`config.mk`:
```
export PLATFORM = sky130hd
export DESIGN_NAME = sdclk_div
export DESIGN_NICKNAME = d
export VERILOG_FILES = /design/src/rtl/sdclk_pkg.sv /design/src/rtl/sdclk_cfg_hold.sv /design/src/rtl/sdclk_cfg_decode.sv /design/src/rtl/sdclk_gate_ctr.sv /design/src/rtl/sdclk_stable_mon.sv /design/src/rtl/sdclk_div.sv
export SDC_FILE = /design/constraint.sdc
export NUM_CORES = 1
export LEC_CHECK = 0
export ABC_CLOCK_PERIOD_IN_PS = 7900
export BUFFER_PORTS_ARGS = -buffer_cell sky130_fd_sc_hd__buf_4
export CORE_MARGIN = 1
export CORE_UTILIZATION = 47
export CTS_CLUSTER_DIAMETER = 40
export CTS_CLUSTER_SIZE = 25
export DETAILED_ROUTE_END_ITERATION = 8
export SYNTH_ARGS = -nofsm -noshare
export SYNTH_HDL_FRONTEND = slang
export SYNTH_SLANG_ARGS = --single-unit
```
`constraint.sdc`:
```
create_clock -name clk -period 7.9 [get_ports clk]
set_input_delay 1.58 -clock clk [delete_from_list [all_inputs] [get_ports clk]]
set_output_delay 1.58 -clock clk [all_outputs]
set_load 0.05 [all_outputs]
```
`src/rtl/sdclk_pkg.sv`:
```
package sdclk_pkg;

    typedef enum logic {
        MODE_IDLE = 1'b0,
        MODE_RUN  = 1'b1
    } ck_mode_e;

endpackage

```
`src/rtl/sdclk_cfg_hold.sv`:
```
module sdclk_cfg_hold #(
    parameter int PRE_W = 8,
    parameter int DIV_W = 4
) (
    input  logic             clk,
    input  logic             rst_n,
    input  logic             running,
    input  logic [PRE_W-1:0] pre_in,
    input  logic [DIV_W-1:0] div_in,
    input  logic             ddr_in,
    output logic [PRE_W-1:0] pre_nx,
    output logic [DIV_W-1:0] div_nx,
    output logic             ddr_nx,
    output logic             cfg_changed
);

    typedef struct packed {
        logic             ddr;
        logic [PRE_W-1:0] pre;
        logic [DIV_W-1:0] div;
    } cfg_t;

    cfg_t hold_d, hold_q;
    cfg_t cur;

    always_comb begin
        cur.ddr = ddr_in;
        cur.pre = pre_in;
        cur.div = div_in;
        // settings pass through only while the divider is stopped
        hold_d      = running ? hold_q : cur;
        cfg_changed = (hold_d != hold_q);
        pre_nx      = hold_d.pre;
        div_nx      = hold_d.div;
        ddr_nx      = hold_d.ddr;
    end

    always_ff @(posedge clk or negedge rst_n) begin
        if (!rst_n) begin
            hold_q <= '0;
        end else begin
            hold_q <= hold_d;
        end
    end

    assert_cfg_frozen_R8: assert property (@(posedge clk) disable iff (!rst_n)
        $past(running) |-> $stable(hold_q));

endmodule

```
`src/rtl/sdclk_cfg_decode.sv`:
```
module sdclk_cfg_decode #(
    parameter int PRE_W = 8,
    parameter int DIV_W = 4,
    parameter int NW    = PRE_W + DIV_W + 1
) (
    input  logic [PRE_W-1:0] pre_sel,
    input  logic [DIV_W-1:0] div_sel,
    input  logic             ddr,
    output logic [NW-1:0]    period_m1,
    output logic [NW-1:0]    high_len
);

    localparam int SW = $clog2(PRE_W + 2);

    logic [PRE_W-1:0] msb_hit;
    logic [SW-1:0]    shift;
    logic [NW-1:0]    base;
    logic [NW-1:0]    period;

    // one flag per bit: set only for the highest set bit
    for (genvar i = 0; i < PRE_W; i++) begin : g_msb
        if (i == PRE_W - 1) begin : g_top
            assign msb_hit[i] = pre_sel[i];
        end else begin : g_low
            assign msb_hit[i] = pre_sel[i] & ~(|pre_sel[PRE_W-1:i+1]);
        end
    end

    always_comb begin
        shift = '0;
        for (int i = 0; i < PRE_W; i++) begin
            if (msb_hit[i]) begin
                shift = ddr ? SW'(i) : SW'(i + 1);
            end
        end
        base      = {{(NW-DIV_W){1'b0}}, div_sel} + NW'(1);
        period    = base << shift;
        period_m1 = period - NW'(1);
        high_len  = (period + NW'(1)) >> 1;
    end

endmodule

```
`src/rtl/sdclk_gate_ctr.sv`:
```
module sdclk_gate_ctr
    import sdclk_pkg::*;
#(
    parameter int NW = 13
) (
    input  logic          clk,
    input  logic          rst_n,
    input  logic          en,
    input  logic [NW-1:0] period_m1,
    input  logic [NW-1:0] high_len,
    output logic          running,
    output logic          at_end,
    output logic          tick,
    output logic          card_clk
);

    typedef struct packed {
        ck_mode_e      mode;
        logic [NW-1:0] cnt;
        logic          tick;
        logic          clk_o;
    } ctr_t;

    ctr_t st_d, st_q;
    logic last;
    logic high_done;

    always_comb begin
        st_d      = st_q;
        last      = (st_q.cnt == period_m1);
        high_done = (({1'b0, st_q.cnt} + (NW+1)'(1)) >= {1'b0, high_len});
        unique case (st_q.mode)
            MODE_IDLE: begin
                if (en) begin
                    st_d.mode = MODE_RUN;
                    st_d.cnt  = '0;
                end
            end
            MODE_RUN: begin
                if (!en && high_done) begin
                    st_d.mode = MODE_IDLE;
                    st_d.cnt  = '0;
                end else begin
                    st_d.cnt = last ? '0 : st_q.cnt + NW'(1);
                end
            end
            default: st_d.mode = MODE_IDLE;
        endcase
        st_d.clk_o = (st_d.mode == MODE_RUN) && (st_d.cnt < high_len);
        st_d.tick  = (st_d.mode == MODE_RUN) && (st_d.cnt == period_m1);
    end

    always_ff @(posedge clk or negedge rst_n) begin
        if (!rst_n) begin
            st_q <= '{mode: MODE_IDLE, cnt: '0, tick: 1'b0, clk_o: 1'b0};
        end else begin
            st_q <= st_d;
        end
    end

    assign running  = (st_q.mode == MODE_RUN);
    assign at_end   = running && last;
    assign tick     = st_q.tick;
    assign card_clk = st_q.clk_o;

    assert_cnt_in_range_R1: assert property (@(posedge clk) disable iff (!rst_n)
        running |-> (st_q.cnt <= period_m1));

    assert_tick_single_R1: assert property (@(posedge clk) disable iff (!rst_n)
        (st_q.tick && period_m1 != '0) |=> !st_q.tick);

    assert_tick_in_low_phase_R5: assert property (@(posedge clk) disable iff (!rst_n)
        (st_q.tick && period_m1 != '0) |-> !st_q.clk_o);

    assert_high_not_cut_R7: assert property (@(posedge clk) disable iff (!rst_n)
        $fell(st_q.clk_o) |-> (($past(st_q.cnt) + NW'(1)) == $past(high_len)));

    assert_idle_quiet_R7: assert property (@(posedge clk) disable iff (!rst_n)
        (!running && !$past(running)) |-> (!st_q.clk_o && !st_q.tick));

endmodule

```
`src/rtl/sdclk_stable_mon.sv`:
```
module sdclk_stable_mon (
    input  logic clk,
    input  logic rst_n,
    input  logic cfg_changed,
    input  logic at_end,
    output logic stable
);

    logic stable_d, stable_q;

    always_comb begin
        stable_d = stable_q;
        if (cfg_changed) begin
            stable_d = 1'b0;
        end else if (at_end) begin
            stable_d = 1'b1;
        end
    end

    always_ff @(posedge clk or negedge rst_n) begin
        if (!rst_n) begin
            stable_q <= 1'b0;
        end else begin
            stable_q <= stable_d;
        end
    end

    assign stable = stable_q;

    assert_stable_rise_R9: assert property (@(posedge clk) disable iff (!rst_n)
        $rose(stable_q) |-> $past(at_end));

    assert_stable_drop_R9: assert property (@(posedge clk) disable iff (!rst_n)
        cfg_changed |=> !stable_q);

endmodule

```
`src/rtl/sdclk_div.sv`:
```
module sdclk_div #(
    parameter int PRE_W = 8,
    parameter int DIV_W = 4
) (
    input  logic             clk,
    input  logic             rst_n,
    input  logic [PRE_W-1:0] presc_sel,
    input  logic [DIV_W-1:0] div_sel,
    input  logic             ddr_mode,
    input  logic             card_clk_en,
    output logic             card_tick,
    output logic             card_clk,
    output logic             clk_stable
);

    localparam int NW = PRE_W + DIV_W + 1;

    logic             running;
    logic             at_end;
    logic             cfg_changed;
    logic [PRE_W-1:0] pre_nx;
    logic [DIV_W-1:0] div_nx;
    logic             ddr_nx;
    logic [NW-1:0]    period_m1;
    logic [NW-1:0]    high_len;

    sdclk_cfg_hold #(.PRE_W(PRE_W), .DIV_W(DIV_W)) u_hold (
        .clk         (clk),
        .rst_n       (rst_n),
        .running     (running),
        .pre_in      (presc_sel),
        .div_in      (div_sel),
        .ddr_in      (ddr_mode),
        .pre_nx      (pre_nx),
        .div_nx      (div_nx),
        .ddr_nx      (ddr_nx),
        .cfg_changed (cfg_changed)
    );

    sdclk_cfg_decode #(.PRE_W(PRE_W), .DIV_W(DIV_W), .NW(NW)) u_dec (
        .pre_sel   (pre_nx),
        .div_sel   (div_nx),
        .ddr       (ddr_nx),
        .period_m1 (period_m1),
        .high_len  (high_len)
    );

    sdclk_gate_ctr #(.NW(NW)) u_ctr (
        .clk       (clk),
        .rst_n     (rst_n),
        .en        (card_clk_en),
        .period_m1 (period_m1),
        .high_len  (high_len),
        .running   (running),
        .at_end    (at_end),
        .tick      (card_tick),
        .card_clk  (card_clk)
    );

    sdclk_stable_mon u_stab (
        .clk         (clk),
        .rst_n       (rst_n),
        .cfg_changed (cfg_changed),
        .at_end      (at_end),
        .stable      (clk_stable)
    );

    assert_period_shape_R5: assert property (@(posedge clk) disable iff (!rst_n)
        (high_len != '0) && ({1'b0, high_len} <= ({1'b0, period_m1} + (NW+1)'(1))));

endmodule

```
# Word-level counts from Yosys, hierarchy flattened
# Index checks and enable logic that the tools add are counted.
[word_totals] wordCells=70 in_bits=16 regBits=30 output_inout_bits=3
[classes] n_bitwise=15 add_sub_neg=5 shift=1 order_cmp=2 reduce_logical=12 eq_ne=3 n_mux=24
[ops] operator="$mux W13" count=3
[ops] operator="$mux W4" count=8
[ops] operator="$pmux W14 S2" count=1
[ops] operator="$add A13 B1 Y13 const B" count=2
[ops] operator="$eq A13 B13 Y1" count=2
[ops] operator="$add A13 B1 Y14 const B" count=1
[ops] operator="$ge A14 B12 Y1" count=1
[ops] operator="$mux W14" count=1
[ops] operator="$lt A13 B12 Y1" count=1
[ops] operator="$ne A13 B13 Y1" count=1
[ops] operator="$shl A13 B4 Y13" count=1
[ops] operator="$sub A13 B1 Y13 const B" count=1
[ops] operator="$mux W1" count=8
[ops] operator="$not A1 Y1" count=8
[ops] operator="$and A1 B1 Y1" count=7
[ops] operator="$reduce_or A7 Y1" count=1
[ops] operator="$reduce_or A6 Y1" count=1
[ops] operator="$add A4 B1 Y5 const B" count=1
[ops] operator="$reduce_or A5 Y1" count=1
[ops] operator="$logic_and A1 B1 Y1" count=4
[ops] operator="$mux W2" count=2
[ops] operator="$reduce_or A4 Y1" count=1
[ops] operator="$mux W3" count=1
[ops] operator="$reduce_or A3 Y1" count=1
[ops] operator="3 further kinds" count=3

# Depth between registers and ports, before layout
[depth] ltp_word=20 depth_mapped=32 mapped_depth_nobuf=29

# Cells and area by module
# Synthesis repeated with hierarchy kept, for this count alone.
[hier_totals] hier_cells=498 hier_area_um2=4181.5
[modules_own_cells] module="sdclk_gate_ctr" n_inst=1 seq_area_each_um2=400.4 area_per_inst_um2=2449.8 cells_per_inst=296
[modules_own_cells] module="sdclk_cfg_decode" n_inst=1 seq_area_each_um2=0.0 area_per_inst_um2=1076.0 cells_per_inst=156
[modules_own_cells] module="sdclk_cfg_hold" n_inst=1 seq_area_each_um2=325.3 area_per_inst_um2=620.6 cells_per_inst=44
[modules_own_cells] module="sdclk_stable_mon" n_inst=1 seq_area_each_um2=25.0 area_per_inst_um2=35.0 cells_per_inst=2

# Worst setup path after synthesis
# No wires, ideal clock.
[synth_path] path_kind="input to register" startpoint="input port div_sel[0]" endpoint="register u_ctr.st_q (netlist bit u_ctr.card_clk)" cell_stages=28 arrival_ps=6990 required_time_ps=7806 n_path_buf=2 setup_time_ps=94 setup_slack_ps=816 cell_sequence="mux2i_1 inv_1 ha_1 xnor2_1 o31ai_1 o211a_1 o31ai_1 nand4_1 a211oi_1 nor2b_1 ha_1 and3_1 a21oi_1 o21ai_0 o22a_1 nand4b_1 nand3_1 a31o_4 buf_6 clkbuf_1 o31ai_1 ha_1 a21o_1 a21oi_1 nor3_1 a211oi_1 o211ai_1 a211oi_1"
[synth_rtl] item="start: declaration" line="sdclk_div.sv:8" source="input logic [DIV_W-1:0] div_sel,"
[synth_rtl] item="end signal: assignment" line="sdclk_gate_ctr.sv:55" source="st_q <= '{mode: MODE_IDLE, cnt: '0, tick: 1'b0, clk_o: 1'b0};"
[synth_rtl] item="end signal: assignment" line="sdclk_gate_ctr.sv:57" source="st_q <= st_d;"
[synth_rtl] item="end: declaration" line="sdclk_gate_ctr.sv:24" source="ctr_t st_d, st_q;"

==> impl_metrics.env <==
export IMPL_outcome="finished with violations"
export IMPL_violations="design-rule violations"
export IMPL_syn_num_nets=530
export IMPL_ys_seq_area_frac=0.189
export IMPL_nets=547
export IMPL_clockBufferDepth=2
export IMPL_fin_crit_ns=7.15
export IMPL_postLayoutCoreUtil=0.536
export IMPL_endpoint_kind="flop"
export IMPL_route_detailed_drc=1
export IMPL_post_route_cell_area_um2=4380
export IMPL_via_per_inst=6.61
export IMPL_cp_top_family="compound AO/OA/AOI/OAI gates"
export IMPL_io_pins=19
export IMPL_initial_core_util=0.485
export IMPL_synth_area_per_cell_um2=8.14
export IMPL_syn_to_final_growth_pct=10.6
export IMPL_core_um2=8180
export IMPL_synthTopCellsByArea="dfrtp_1, ha_1, xnor2_1, nand3_1, nand2_1"
export IMPL_async_reset_ff_frac=1.00
export IMPL_rsz0062_at_grt="false"
export IMPL_clock_latency_ns=0.29
export IMPL_routed_wirelength_um=12600
export IMPL_diodes=0
export IMPL_fill_cells=786
export IMPL_report_final_slew_viol_count=0
export IMPL_cp_slowest_cell="or3_4"
export IMPL_drive_gt1_frac=0.139
export IMPL_die_area_um2=8810
export IMPL_place_hpwl_um=9660
export IMPL_cts_sinks=30
export IMPL_cts_tree="done"
export IMPL_required_ns=8.11
export IMPL_grt_max_degree=31
export IMPL_slowest_delay_ns=0.38
export IMPL_grt_pass1_wl_um=20200
export IMPL_crit_type="in -> reg"
export IMPL_first_pass_iters=7
export IMPL_path_max_fanout=13
export IMPL_synth_cells=487
export IMPL_grt_total_usage=0.302
export IMPL_synth_flop_cell="dfrtp_1"
export IMPL_met2_usage=0.443
export IMPL_drtIter0Drc=384
export IMPL_fmax_ghz=0.140
export IMPL_gp_congestion=0.940
export IMPL_die_height_um=93.9
export IMPL_fin_crit_sh=0.905
export IMPL_synth_largest_area_cell="dfrtp_1"
export IMPL_overflow=0
export IMPL_final_common_cell="nand2_1"
export IMPL_final_antenna_net_count=0
export IMPL_ys_types=84
export IMPL_syn_cell_area_um2=3970
export IMPL_cp_data_arrival_time_ns=7.36
export IMPL_fin_setup_tns_ns=0
export IMPL_die_w_um=93.9
export IMPL_min_path_type="reg -> reg"
export IMPL_hold_viol=0
export IMPL_row_count=33
export IMPL_htreeDepth=2
export IMPL_yosysTopAreaCellShare=0.189
export IMPL_yosysWarnings=0
export IMPL_grt_pass1_vias=3713
export IMPL_antenna_found_initial=0
export IMPL_placed_area_um2=4230
export IMPL_cts_root_buffer="clkbuf_8"
export IMPL_cts_hold_buf=0
export IMPL_critPathLaunchType="input pin"
export IMPL_use_met1=0.457
export IMPL_grt_use_met3=0.0421
export IMPL_wire_per_inst_um=20.6
export IMPL_tightest_slew_ns=0.844
export IMPL_maxCapViolCount=0
export IMPL_synth_seq_cells=30
export IMPL_synth_edff_count=0
export IMPL_numPortBuffers=18
export IMPL_vias=4035
export IMPL_skew_ns=0.00680
export IMPL_setup_viol=0
export IMPL_busiest_layer="met1"
export IMPL_cts_made_buffers=5
export IMPL_cts_clk_slew_worst_paths_ns=0.08
export IMPL_mostFrequentLayoutCells="nand2_1, nand3_1, buf_4"
export IMPL_crit_buf_inv=3
export IMPL_slew_headroom=0.438
## cells in the mapped netlist, drive strengths merged, types with 3 or more instances
cell type / instances
o22ai: 5
nor4: 5
o211ai: 11
nand3: 37
a31oi: 4
o31ai: 7
o22a: 4
nor2: 19
clkbuf: 14
and3: 9
o221ai: 4
mux2: 8
buf: 9
o311ai: 3
a2111oi: 4
a311o: 3
or3: 5
nor2b: 6
ha: 27
dfrtp: 30
a21oi: 14
nand4: 10
xnor2: 26
a32oi: 3
nand2b: 7
a22oi: 5
a21o: 9
o21ai: 35
a221oi: 4
mux2i: 8
nor3: 15
nand2: 48
or3b: 3
a211oi: 8
inv: 23
a311oi: 3
xor2: 16
## metal layers
| layer | share of wire | vias up | wire length [µm] |
|---|---|---|---|
| li1 | - | 1903 | - |
| met2 | 0.42 | 178 | 5260 |
| met5 | 0 | - | 0 |
| met4 | 0.020 | 0 | 248 |
| met1 | 0.48 | 1935 | 6080 |
| met3 | 0.078 | 19 | 987 |
## worst reg2reg max path: cells and delay by family (launching register included)
family	cells	cell delay, ns
multiplexers	1	0.39
buffers and inverters	2	0.54
AND/OR/NAND/NOR	9	1.33
adder cells (fa/ha/maj)	3	0.85
AO/OA/AOI/OAI	13	2.85
flip-flops	1	0.89
## kinds of logic (layout without fill, tap and decap cells)
family | count (synthesis) | after routing | synth area share
adder cells (fa/ha/maj) | 27 | 27 | 0.0852
XOR/XNOR | 46 | 46 | 0.118
buffers and inverters | 46 | 64 | 0.0492
AND/OR/NAND/NOR | 174 | 174 | 0.232
multiplexers | 17 | 17 | 0.0486
AO/OA/AOI/OAI | 147 | 147 | 0.278
flip-flops | 30 | 30 | 0.189
## sequential cells by signal, summed over array words and instances (netlist names)
name / count
u_ctr.running: 1
u_ctr.card_clk: 1
u_stab.stable: 1
u_ctr.st_q: 13
u_hold.hold_q: 13
u_ctr.tick: 1
## per-stage QoR
stage	instances	setup slack, ns	hold slack (ns)
floorplan	487	0.816	0.515
global placement	601	0.569	0.541
detailed placement	601	0.221	0.556
CTS	609	0.509	0.575
global route	610	0.265	0.592
finish	610	0.749	0.578
## worst paths after layout
kind                               endpoint             start  slack, ns  cells past startpoint
min in group asynchronous     u_stab.stable             rst_n       1.23                      1
hold reg to reg            u_hold.hold_q[8]  u_hold.hold_q[8]       0.58                      1
setup reg to reg             u_ctr.card_clk     u_ctr.running       0.95                     28
hold / removal             u_hold.hold_q[8]  u_hold.hold_q[8]       0.58                      1
setup / recovery             u_ctr.card_clk      presc_sel[4]       0.75                     29
max in group asynchronous     u_ctr.st_q[5]             rst_n       6.36                      1
## layout make-up
| type | instances | area, µm² | share of cell area |
|---|---|---|---|
| inverters | 23 | 86.3 | 0.0197 |
| multi-input cells | 411 | 3030 | 0.690 |
| flip-flops and latches | 30 | 751 | 0.171 |
| clock buffers | 6 | 82.6 | 0.0188 |
| well taps | 105 | 131 | 0.0300 |
| repair buffers | 33 | 248 | 0.0565 |
| clock inverters | 2 | 60.1 | 0.0137 |
## repair_timing
action / 4_1_cts / 5_1_grt
hold endpoints to repair: 0 / 0
setup buffers: 0 / 1
resized for setup: 0 / 1
endpoints found under the setup margin: 0 / 1
Power is not shown: default switching activity piles up to over one toggle a cycle in this logic, so the estimate is an artifact.
